$ cat src/rtl/msar_pkg.sv
package msar_pkg;

  typedef enum logic [1:0] {
    PH_IDLE   = 2'd0,
    PH_SAMPLE = 2'd1,
    PH_TRIAL  = 2'd2,
    PH_LOAD   = 2'd3
  } msar_phase_t;

endpackage

$ cat src/rtl/msar_coef_sreg.sv
module msar_coef_sreg #(
  parameter int MAG_W  = 8,
  parameter int SIGN_W = 2,
  localparam int REG_W = MAG_W + SIGN_W
) (
  input  logic             clk,
  input  logic             rst_n,
  input  logic             shift_en,
  input  logic             sin,
  input  logic             freeze,
  output logic [REG_W-1:0] coef_q
);

  logic shift_ok;
  assign shift_ok = shift_en && !freeze;

  always_ff @(posedge clk or negedge rst_n) begin
    if (!rst_n) begin
      coef_q <= '0;
    end else if (shift_ok) begin
      coef_q <= {coef_q[REG_W-2:0], sin};
    end
  end


  coef_frozen_chk: assert property (@(posedge clk) disable iff (!rst_n)
    freeze |=> $stable(coef_q));

endmodule

$ cat src/rtl/msar_seq.sv
module msar_seq
  import msar_pkg::*;
#(
  parameter int SAMPLE_CYC = 2,
  parameter int NBITS      = 8,
  localparam int TOTAL     = SAMPLE_CYC + NBITS + 1,
  localparam int CNT_W     = $clog2(TOTAL),
  localparam int IDX_W     = $clog2(NBITS)
) (
  input  logic             clk,
  input  logic             rst_n,
  input  logic             start,
  output msar_phase_t      phase,
  output logic             busy,
  output logic [IDX_W-1:0] bit_idx,
  output logic             start_acc,
  output logic             load_now
);

  localparam logic [CNT_W-1:0] LAST_CNT   = CNT_W'(TOTAL - 1);
  localparam logic [CNT_W-1:0] SAMP_END   = CNT_W'(SAMPLE_CYC);
  localparam logic [CNT_W-1:0] TRIAL_END  = CNT_W'(SAMPLE_CYC + NBITS);

  logic [CNT_W-1:0] cnt_q;
  logic             busy_q;

  // position of the bit tested in trial step t, MSB first
  function automatic logic [IDX_W-1:0] trial_pos(input logic [CNT_W-1:0] c);
    int step;
    step = int'(c) - SAMPLE_CYC;
    return IDX_W'(NBITS - 1 - step);
  endfunction

  assign start_acc = start && !busy_q;
  assign busy      = busy_q;

  always_ff @(posedge clk or negedge rst_n) begin
    if (!rst_n) begin
      busy_q <= 1'b0;
      cnt_q  <= '0;
    end else if (!busy_q) begin
      if (start) begin
        busy_q <= 1'b1;
        cnt_q  <= '0;
      end
    end else if (cnt_q == LAST_CNT) begin
      busy_q <= 1'b0;
      cnt_q  <= '0;
    end else begin
      cnt_q <= cnt_q + 1'b1;
    end
  end

  always_comb begin
    if (!busy_q)                phase = PH_IDLE;
    else if (cnt_q < SAMP_END)  phase = PH_SAMPLE;
    else if (cnt_q < TRIAL_END) phase = PH_TRIAL;
    else                        phase = PH_LOAD;
  end

  assign bit_idx  = (phase == PH_TRIAL) ? trial_pos(cnt_q) : '0;
  assign load_now = (phase == PH_LOAD);


  samp_entry_chk: assert property (@(posedge clk) disable iff (!rst_n)
    start_acc |=> (phase == PH_SAMPLE));


  load_exit_chk: assert property (@(posedge clk) disable iff (!rst_n)
    load_now |=> !busy);


  no_early_end_chk: assert property (@(posedge clk) disable iff (!rst_n)
    (busy && !load_now) |=> busy);

endmodule

$ cat src/rtl/msar_sar_reg.sv
module msar_sar_reg #(
  parameter int NBITS  = 8,
  localparam int IDX_W = $clog2(NBITS)
) (
  input  logic             clk,
  input  logic             rst_n,
  input  logic             clear,
  input  logic             trial_en,
  input  logic [IDX_W-1:0] bit_idx,
  input  logic             keep,
  output logic [NBITS-1:0] code_q,
  output logic [NBITS-1:0] trial_code
);

  function automatic logic [NBITS-1:0] one_hot(input logic [IDX_W-1:0] pos);
    logic [NBITS-1:0] v;
    v = '0;
    v[pos] = 1'b1;
    return v;
  endfunction

  logic [NBITS-1:0] probe;
  assign probe      = trial_en ? one_hot(bit_idx) : '0;
  assign trial_code = code_q | probe;

  always_ff @(posedge clk or negedge rst_n) begin
    if (!rst_n) begin
      code_q <= '0;
    end else if (clear) begin
      code_q <= '0;
    end else if (trial_en) begin
      code_q[bit_idx] <= keep;
    end
  end


  single_probe_chk: assert property (@(posedge clk) disable iff (!rst_n)
    $onehot0(trial_code ^ code_q));


  lower_bits_clear_chk: assert property (@(posedge clk) disable iff (!rst_n)
    trial_en |-> ((code_q & (probe - 1'b1)) == '0));

endmodule

$ cat src/rtl/msar_ctrl.sv
module msar_ctrl
  import msar_pkg::*;
#(
  parameter int NBITS      = 8,
  parameter int SAMPLE_CYC = 2,
  parameter int SIGN_W     = 2,
  localparam int COEF_W    = NBITS + SIGN_W,
  localparam int IDX_W     = $clog2(NBITS)
) (
  input  logic              clk,
  input  logic              rst_n,
  input  logic              conv_start,
  input  logic              raw_mode,
  input  logic              coef_shift,
  input  logic              coef_sin,
  input  logic              cmp_keep,
  output logic              samp_phase,
  output logic [NBITS-1:0]  cap_sw,
  output logic              busy,
  output logic [NBITS-1:0]  result,
  output logic [SIGN_W-1:0] res_sign,
  output logic              done
);

  msar_phase_t       phase;
  logic [IDX_W-1:0]  bit_idx;
  logic              start_acc;
  logic              load_now;
  logic              trial_en;
  logic [COEF_W-1:0] coef_q;
  logic [NBITS-1:0]  code_q;
  logic [NBITS-1:0]  trial_code;
  logic [NBITS-1:0]  result_q;
  logic [SIGN_W-1:0] sign_q;
  logic              done_q;

  msar_seq #(.SAMPLE_CYC(SAMPLE_CYC), .NBITS(NBITS)) u_seq (
    .clk       (clk),
    .rst_n     (rst_n),
    .start     (conv_start),
    .phase     (phase),
    .busy      (busy),
    .bit_idx   (bit_idx),
    .start_acc (start_acc),
    .load_now  (load_now)
  );

  msar_coef_sreg #(.MAG_W(NBITS), .SIGN_W(SIGN_W)) u_coef (
    .clk      (clk),
    .rst_n    (rst_n),
    .shift_en (coef_shift),
    .sin      (coef_sin),
    .freeze   (busy),
    .coef_q   (coef_q)
  );

  assign trial_en = (phase == PH_TRIAL);

  msar_sar_reg #(.NBITS(NBITS)) u_sar (
    .clk        (clk),
    .rst_n      (rst_n),
    .clear      (start_acc),
    .trial_en   (trial_en),
    .bit_idx    (bit_idx),
    .keep       (cmp_keep),
    .code_q     (code_q),
    .trial_code (trial_code)
  );

  assign samp_phase = (phase == PH_SAMPLE);

  // one gate per capacitor: coefficient bit while sampling, search code after
  for (genvar gi = 0; gi < NBITS; gi++) begin : g_gate
    always_comb begin
      unique case (phase)
        PH_SAMPLE: cap_sw[gi] = raw_mode | coef_q[gi];
        PH_TRIAL:  cap_sw[gi] = trial_code[gi];
        default:   cap_sw[gi] = 1'b0;
      endcase
    end
  end

  always_ff @(posedge clk or negedge rst_n) begin
    if (!rst_n) begin
      result_q <= '0;
      sign_q   <= '0;
      done_q   <= 1'b0;
    end else begin
      done_q <= load_now;
      if (load_now) begin
        result_q <= code_q;
        sign_q   <= coef_q[COEF_W-1 -: SIGN_W];
      end
    end
  end

  assign result   = result_q;
  assign res_sign = sign_q;
  assign done     = done_q;


  done_pulse_chk: assert property (@(posedge clk) disable iff (!rst_n)
    done |=> !done);


  result_hold_chk: assert property (@(posedge clk) disable iff (!rst_n)
    !done |-> $stable(result));


  raw_mask_chk: assert property (@(posedge clk) disable iff (!rst_n)
    (raw_mode && samp_phase) |-> (&cap_sw));


  idle_quiet_chk: assert property (@(posedge clk) disable iff (!rst_n)
    !busy |-> (cap_sw == '0 && !samp_phase));

endmodule

$ cat config.mk
export PLATFORM = sky130hd
export DESIGN_NAME = msar_ctrl
export DESIGN_NICKNAME = d
export VERILOG_FILES = /design/src/rtl/msar_pkg.sv /design/src/rtl/msar_coef_sreg.sv /design/src/rtl/msar_seq.sv /design/src/rtl/msar_sar_reg.sv /design/src/rtl/msar_ctrl.sv
export SDC_FILE = /design/constraint.sdc
export NUM_CORES = 1
export LEC_CHECK = 0
export BUFFER_PORTS_ARGS = -buffer_cell sky130_fd_sc_hd__buf_2
export CAP_MARGIN = 10
export CORE_MARGIN = 2
export CORE_UTILIZATION = 50
export DETAILED_ROUTE_END_ITERATION = 12
export PLACE_DENSITY = 0.83
export SLEW_MARGIN = 20
export SYNTH_ARGS = -nofsm -noshare
export SYNTH_HDL_FRONTEND = slang
export SYNTH_SLANG_ARGS = --single-unit
$ cat constraint.sdc
create_clock -name clk -period 1.9 [get_ports clk]
set_clock_uncertainty 0.15 [all_clocks]
set_input_delay 0.095 -clock clk [delete_from_list [all_inputs] [get_ports clk]]
set_output_delay 0.095 -clock clk [all_outputs]
set_load 0.01 [all_outputs]
# Word-level counts from Yosys, hierarchy flattened
# Cells that the tools add are included.
# W data, S select, Z words.
# word_totals
regBits,34
inputBits,7
out_inout_bits,21
word_cells,57
# op_classes
n_addsub,3
order_cmp,4
n_eq_ne,4
mux,24
n_bitwise,9
reduce_logical,6
# op_table
cell,n
$mux W8,3
$pmux W1 S2,8
$mux W4,3
$bwmux W8,1
$or A1 B1 Y1,8
$or A8 B8 Y8,1
$mux W1,5
$add A4 B1 Y4 const B,1
$eq A2 B2 Y1 const B,2
$eq A4 B4 Y1 const B,1
$lt A3 B4 Y1 const B,1
$lt A4 B2 Y1 const B,1
$lt A4 B4 Y1 const B,1
$mux W2,2
$reduce_bool A2 Y1,2
$demux W1 S3,1
$ge A3 B1 Y1 const B,1
$logic_and A1 B1 Y1,3
$mux W3,1
$sub A1 B3 Y3 const A,1
$sub A3 B2 Y3 const B,1
$eq A2 B1 Y1 const B,1
$logic_not A1 Y1,1

# Longest topological paths before layout
# logic_depth
word_depth,13
mapped_depth,7
mapped_depth_nobuf,5

# Cells and area by module
# From an unflattened synthesis, not the netlist that was laid out.
# unflattened
cells_unflattened,154
area_unflattened_um2,1878.1
# modules_own_cells
mod,n_inst,cells_per_inst,area_per_inst_um2
msar_ctrl,1,52,595.6
msar_sar_reg,1,42,476.7
msar_coef_sreg,1,22,434.2
msar_seq,1,38,371.6

# Worst setup path after synthesis
# No wires, ideal clock.
# synth_path
path_kind,flip-flop to flip-flop
startpoint,register u_seq.cnt_q[2]
endpoint,register u_sar.code_q[0]
setup_time_ns,0.125
arrival_time_ns,1.513
path_slack_ns,0.113
stages_incl_launch_ff,8
period_less_slack_ns,1.787
path_cell_list,dfrtp_1 -> buf_4 -> inv_1 -> ha_1 -> buf_2 -> nand2_1 -> nor3_1 -> mux2_2
# synth_via
elab_chain_cells,13
# synth_rtl
element,line_no,rtl
"start, declared",msar_seq.sv:24,logic [CNT_W-1:0] cnt_q;
"start signal, assigned",msar_seq.sv:50,cnt_q <= cnt_q + 1'b1;
$lt A4 B4 Y1,msar_seq.sv:57,else if (cnt_q < TRIAL_END) phase = PH_TRIAL;
$mux W1,msar_seq.sv:57,
$mux W2,msar_seq.sv:56,else if (cnt_q < SAMP_END) phase = PH_SAMPLE;
$mux W2,msar_seq.sv:55,if (!busy_q) phase = PH_IDLE;
$eq A2 B2 Y1,"msar_seq.sv:61, msar_ctrl.sv:57",
$mux W3,msar_seq.sv:61,assign bit_idx = (phase == PH_TRIAL) ? trial_pos(cnt_q) : '0;
$lt A3 B4 Y1 (implied by the code) / $ge A3 B1 Y1 (equally long branches),msar_sar_reg.sv:32,code_q[bit_idx] <= keep;
$logic_and A1 B1 Y1 (implied by the code),msar_sar_reg.sv:32,
$mux W1 (implied by the code),msar_sar_reg.sv:32,
$demux W1 S3,--,
$bwmux W8,msar_sar_reg.sv:32,
$mux W8,msar_sar_reg.sv:31,end else if (trial_en) begin
$mux W8,msar_sar_reg.sv:29,end else if (clear) begin
"end signal, assigned by index",msar_sar_reg.sv:32,
"end, declared",msar_sar_reg.sv:11,"output logic [NBITS-1:0] code_q,"
# Parallel ways exist; a longest one is shown, timed or not. The select of a mux whose other input is x is not followed.
# A chain may end at the register's enable or synchronous reset.

# Final worst setup path
# layout_path
startpoint,register u_seq.cnt_q[1]
endpoint,output port cap_sw[1]
# layout_via
elab_chain_cells,13
# layout_rtl
element,line_no,rtl
$lt A4 B4 Y1,msar_seq.sv:57,
$mux W1,msar_seq.sv:57,
$mux W2,msar_seq.sv:56,
$mux W2,msar_seq.sv:55,
$eq A2 B2 Y1,"msar_seq.sv:61, msar_ctrl.sv:57, msar_ctrl.sv:75",
$mux W3,msar_seq.sv:61,
$lt A3 B4 Y1 (implied by the code) / $ge A3 B1 Y1 (equally long branches),msar_sar_reg.sv:18,v[pos] = 1'b1;
$logic_and A1 B1 Y1 (implied by the code),msar_sar_reg.sv:18,
$mux W1 (implied by the code),msar_sar_reg.sv:18,
$demux W1 S3,--,
$mux W8,msar_sar_reg.sv:23,assign probe = trial_en ? one_hot(bit_idx) : '0;
$or A8 B8 Y8,msar_sar_reg.sv:24,assign trial_code = code_q | probe;
$pmux W1 S2 (*),msar_ctrl.sv:75,unique case (phase)
"end, declared",msar_ctrl.sv:18,"output logic [NBITS-1:0] cap_sw,"
# Every way passes the cells marked *; elsewhere a longest branch is shown, timed or not.

==> key figures <==
Place
  – Dpl cell area: 1934 um2
  – Final GP Congestion: 0.9429
  – Port Buffers: 27
  – Detailed Place HPWL: between 2 and 3 mm

Timing
  – Max Transition Viols Final: 0
  – RSZ-0062 raised after global routing: true
  – Worst-margin pin slew: roughly 0.75 ns
  – Minimum clock period: 1.972 ns
  – Setup WS post-layout: -0.07218 ns
  – Fin. Hold Viols: 0
  – Fmax: 0.5071 GHz
  – Max_slew headroom: roughly half
  – Final setup violation count: 8
  – Final worst-path cycle share: 103.8%
  – Setup TNS: -0.4411 ns

Clock network
  – Clk sinks: 34
  – Reg clk slew, reported paths: approximately 0.1 ns
  – CTS max path bufs: 2
  – H-tree depth: 2
  – CTS buffer count: 5
  – CTS tree: yes
  – Clock Latency Late Sink: 0.34 ns
  – Root buffer cell: clkbuf_4

Finish
  – Layout cells sized above 1: 48.80%
  – Area grow syn2layout: 30.51%
  – Post-route cell area: 2291 um2
  – Fin nets: 218
  – Fill count: between 200 and 300
  – Final core occ: 68.12%
  – N_diodes: 0
  – Register area: around 860 um2
  – Area of the multi-input gates: 939.7 um2

GRT
  – Largest net degree at the start of global routing: 35
  – Total Routing Usage GR: between 20% and 30%
  – Aggregate global routing overflow: 0
  – Initial antenna violation count: 0
  – Vias in the first global route: roughly 1,500
  – First-pass GRT wire length: 7.334 mm

Logic synthesis
  – #FFs+latches synth: 34
  – Ys flop type: dfrtp_1
  – Mapped Nets: 170
  – Mapped Area: between 1500 and 2000 um2
  – Sequential-to-total area share from yosys stat: 48.47%
  – Mapped Cells: 160
  – Number of flops mapped to enable cells by yosys: 0
  – Yosys cell types: 37
  – Async set-reset flop share out of synthesis: 100.0%
  – Syn Area/Cell: 10.97 um2
  – Ys Warns: 0

Route
  – Post-DR vias/cell: 5.741
  – Final wirelength: around 4.4 mm
  – DRC viols: 0
  – Vias post-DR: 1,464
  – Antenna-violating nets left: 0
  – DR iter-0 viols: 76
  – Detailed Routing Iterations Pass 1: 4
  – Wire per inst: 17.21 um

Floorplanning
  – Die Y: 63.25 um
  – Die X: 63.25 um
  – Die Area: approximately 4000 um2
  – IO Pins: 28
  – FP Rows: 21
  – Core Region: 3363 um2
  – Initial Utilization: 52.19%

Setup path
  – Crit path max fanout: 6
  – Worst Setup End Kind: output port
  – WP data arrival: roughly 1.7 ns
  – Crit path kind: flop to output port
  – CP Data Required Time: 1.65 ns
  – Startpoint Class: flop

Pwr
  – Power density over the cells: 1957 nW/um2
  – Leak: 0.001098 uW
  – Worst vdd ir: 1.142 mV

Min path
  – Hold Path Class: input pin to async pin

Outcome
  – Failing checks: setup timing
  – Status: finished with violations

Flow run
  – Max-Cap Viols: 0
==> cells in the final DEF (no fill, tap or decap), drive strengths merged, types with 2 or more instances in the layout <==
master       Yosys  final
a21oi           10     10
a31oi            5      5
buf             10     48
clkbuf           2      7
dfrtp           34     34
dlygate4sd3      0      4
ha               3      3
inv              6      6
mux2            21     21
nand2            7      7
nand2b           5      5
nand3            5      5
nand3b           3      3
nand4            4      4
nor2            11     11
nor2b            4      4
o21ai            7      7
o22ai            8      8
o31ai            2      2
or3              2      3
==> path summary, 6_finish.rpt <==
check / from / end / slack (ns) / depth (start not counted)
max: u_seq.cnt_q[1]$_DFFE_PN0P_ / cap_sw[1] / -0.07 / 5
min: rst_n / result[6]$_DFFE_PN0P_ / 0.19 / 2
max reg2reg: u_seq.cnt_q[2]$_DFFE_PN0P_ / res_sign[0]$_DFFE_PN0P_ / 0.02 / 6
min reg2reg: result[0]$_DFFE_PN0P_ / result[0]$_DFFE_PN0P_ / 0.34 / 2
max in group asynchronous: rst_n / u_seq.busy$_DFF_PN0_ / 0.87 / 2
min in group clk: coef_shift / u_coef.coef_q[9]$_DFFE_PN0P_ / 0.26 / 3
==> flip-flops by register name (all words and copies together), names as in the netlist <==
name / flops
u_seq.cnt_q: 4
u_sar.code_q: 8
u_seq.busy: 1
res_sign: 2
u_coef.coef_q: 10
done: 1
result: 8
==> Yosys cell counts, types with 3 or more instances <==
library cell  count  share of area, %
dfrtp_1          34                48
mux2_2           20                13
nor2_1           11               2.4
a21oi_1          10               2.9
nand2_1           7               1.5
o22ai_2           7               5.0
inv_1             6               1.3
o21ai_0           6               1.7
a31oi_1           5               1.8
buf_2             5               1.4
buf_4             4               1.7
nand2b_1          4               1.4
nand3_1           4               1.1
nand4_1           4               1.4
nor2b_1           4               1.4
ha_1              3               2.1
nand3b_1          3               1.3
==> critical path: stages, from the launching register on <==
cell     delay [ns]
dfrtp_2        0.46
ha_4           0.33
nor2b_4        0.20
a31oi_4        0.10
o22ai_2        0.15
buf_2          0.15
==> per-layer routing <==
| metal | GRT usage, % | vias up | wire (um) |
|---|---|---|---|
| li1 | - | 672 | - |
| met1 | 29.43 | 723 | 1749 |
| met2 | 42.55 | 64 | 2327 |
| met3 | 3.393 | 5 | 266 |
| met4 | 9.239 | 0 | 45 |
| met5 | 0 | - | 0 |
==> per-stage QoR <==
step / instances / setup WS, ns / hold WS [ns] / total power (uW)
3_3_place_gp: 228 / 0.1330 / 0.03147 / 3181
5_1_grt: 255 / -0.1440 / 0.2766 / 4767
6_report: 255 / -0.07218 / 0.1921 / 4484
2_1_floorplan: 160 / 0.1126 / -0.3506 / 2661
4_1_cts: 252 / -0.06425 / 0.2147 / 4293
3_5_place_dp: 228 / 0.04008 / 0.05287 / 3261
==> layout make-up <==
cell class | instances | share of cell area (%)
Multi-Input combinational cell | 109 | 41.02
Sequential cell | 34 | 37.36
Timing Repair Buffer | 52 | 14.86
Tap cell | 46 | 2.512
Clock buffer | 7 | 1.966
Clock inverter | 1 | 1.311
Inverter | 6 | 0.9831
==> power by group <==
part	switching [uW]	internal, uW	leakage [uW]	total [uW]
clock	236	279	0.0000395	515
combinational	1320	1320	0.000621	2630
sequential	321	1010	0.000437	1340
total	1870	2610	0.00110	4480
==> timing repair <==
| item | in CTS | in global routing |
|---|---|---|
| buffers inserted | 11 | 3 |
| endpoints found under the setup margin | 9 | 9 |
| gates resized for setup | 25 | 3 |
| pin swaps | 6 | 1 |
| gates cloned | 1 | 0 |
| hold endpoints to repair | 47 | 0 |
| hold buffers | 4 | 0 |
==> cell families after synthesis <==
group,after synthesis,synth area share [%]
adders and majority gates,3,2.139
buffers and inverters,18,5.060
xor gates and xnor gates,2,0.9980
muxes,22,14.04
AOI/OAI and AO/OA,38,16.18
DFF,34,48.47
and+or+nand+nor,43,13.11
Power figures use the tool's default switching activity.
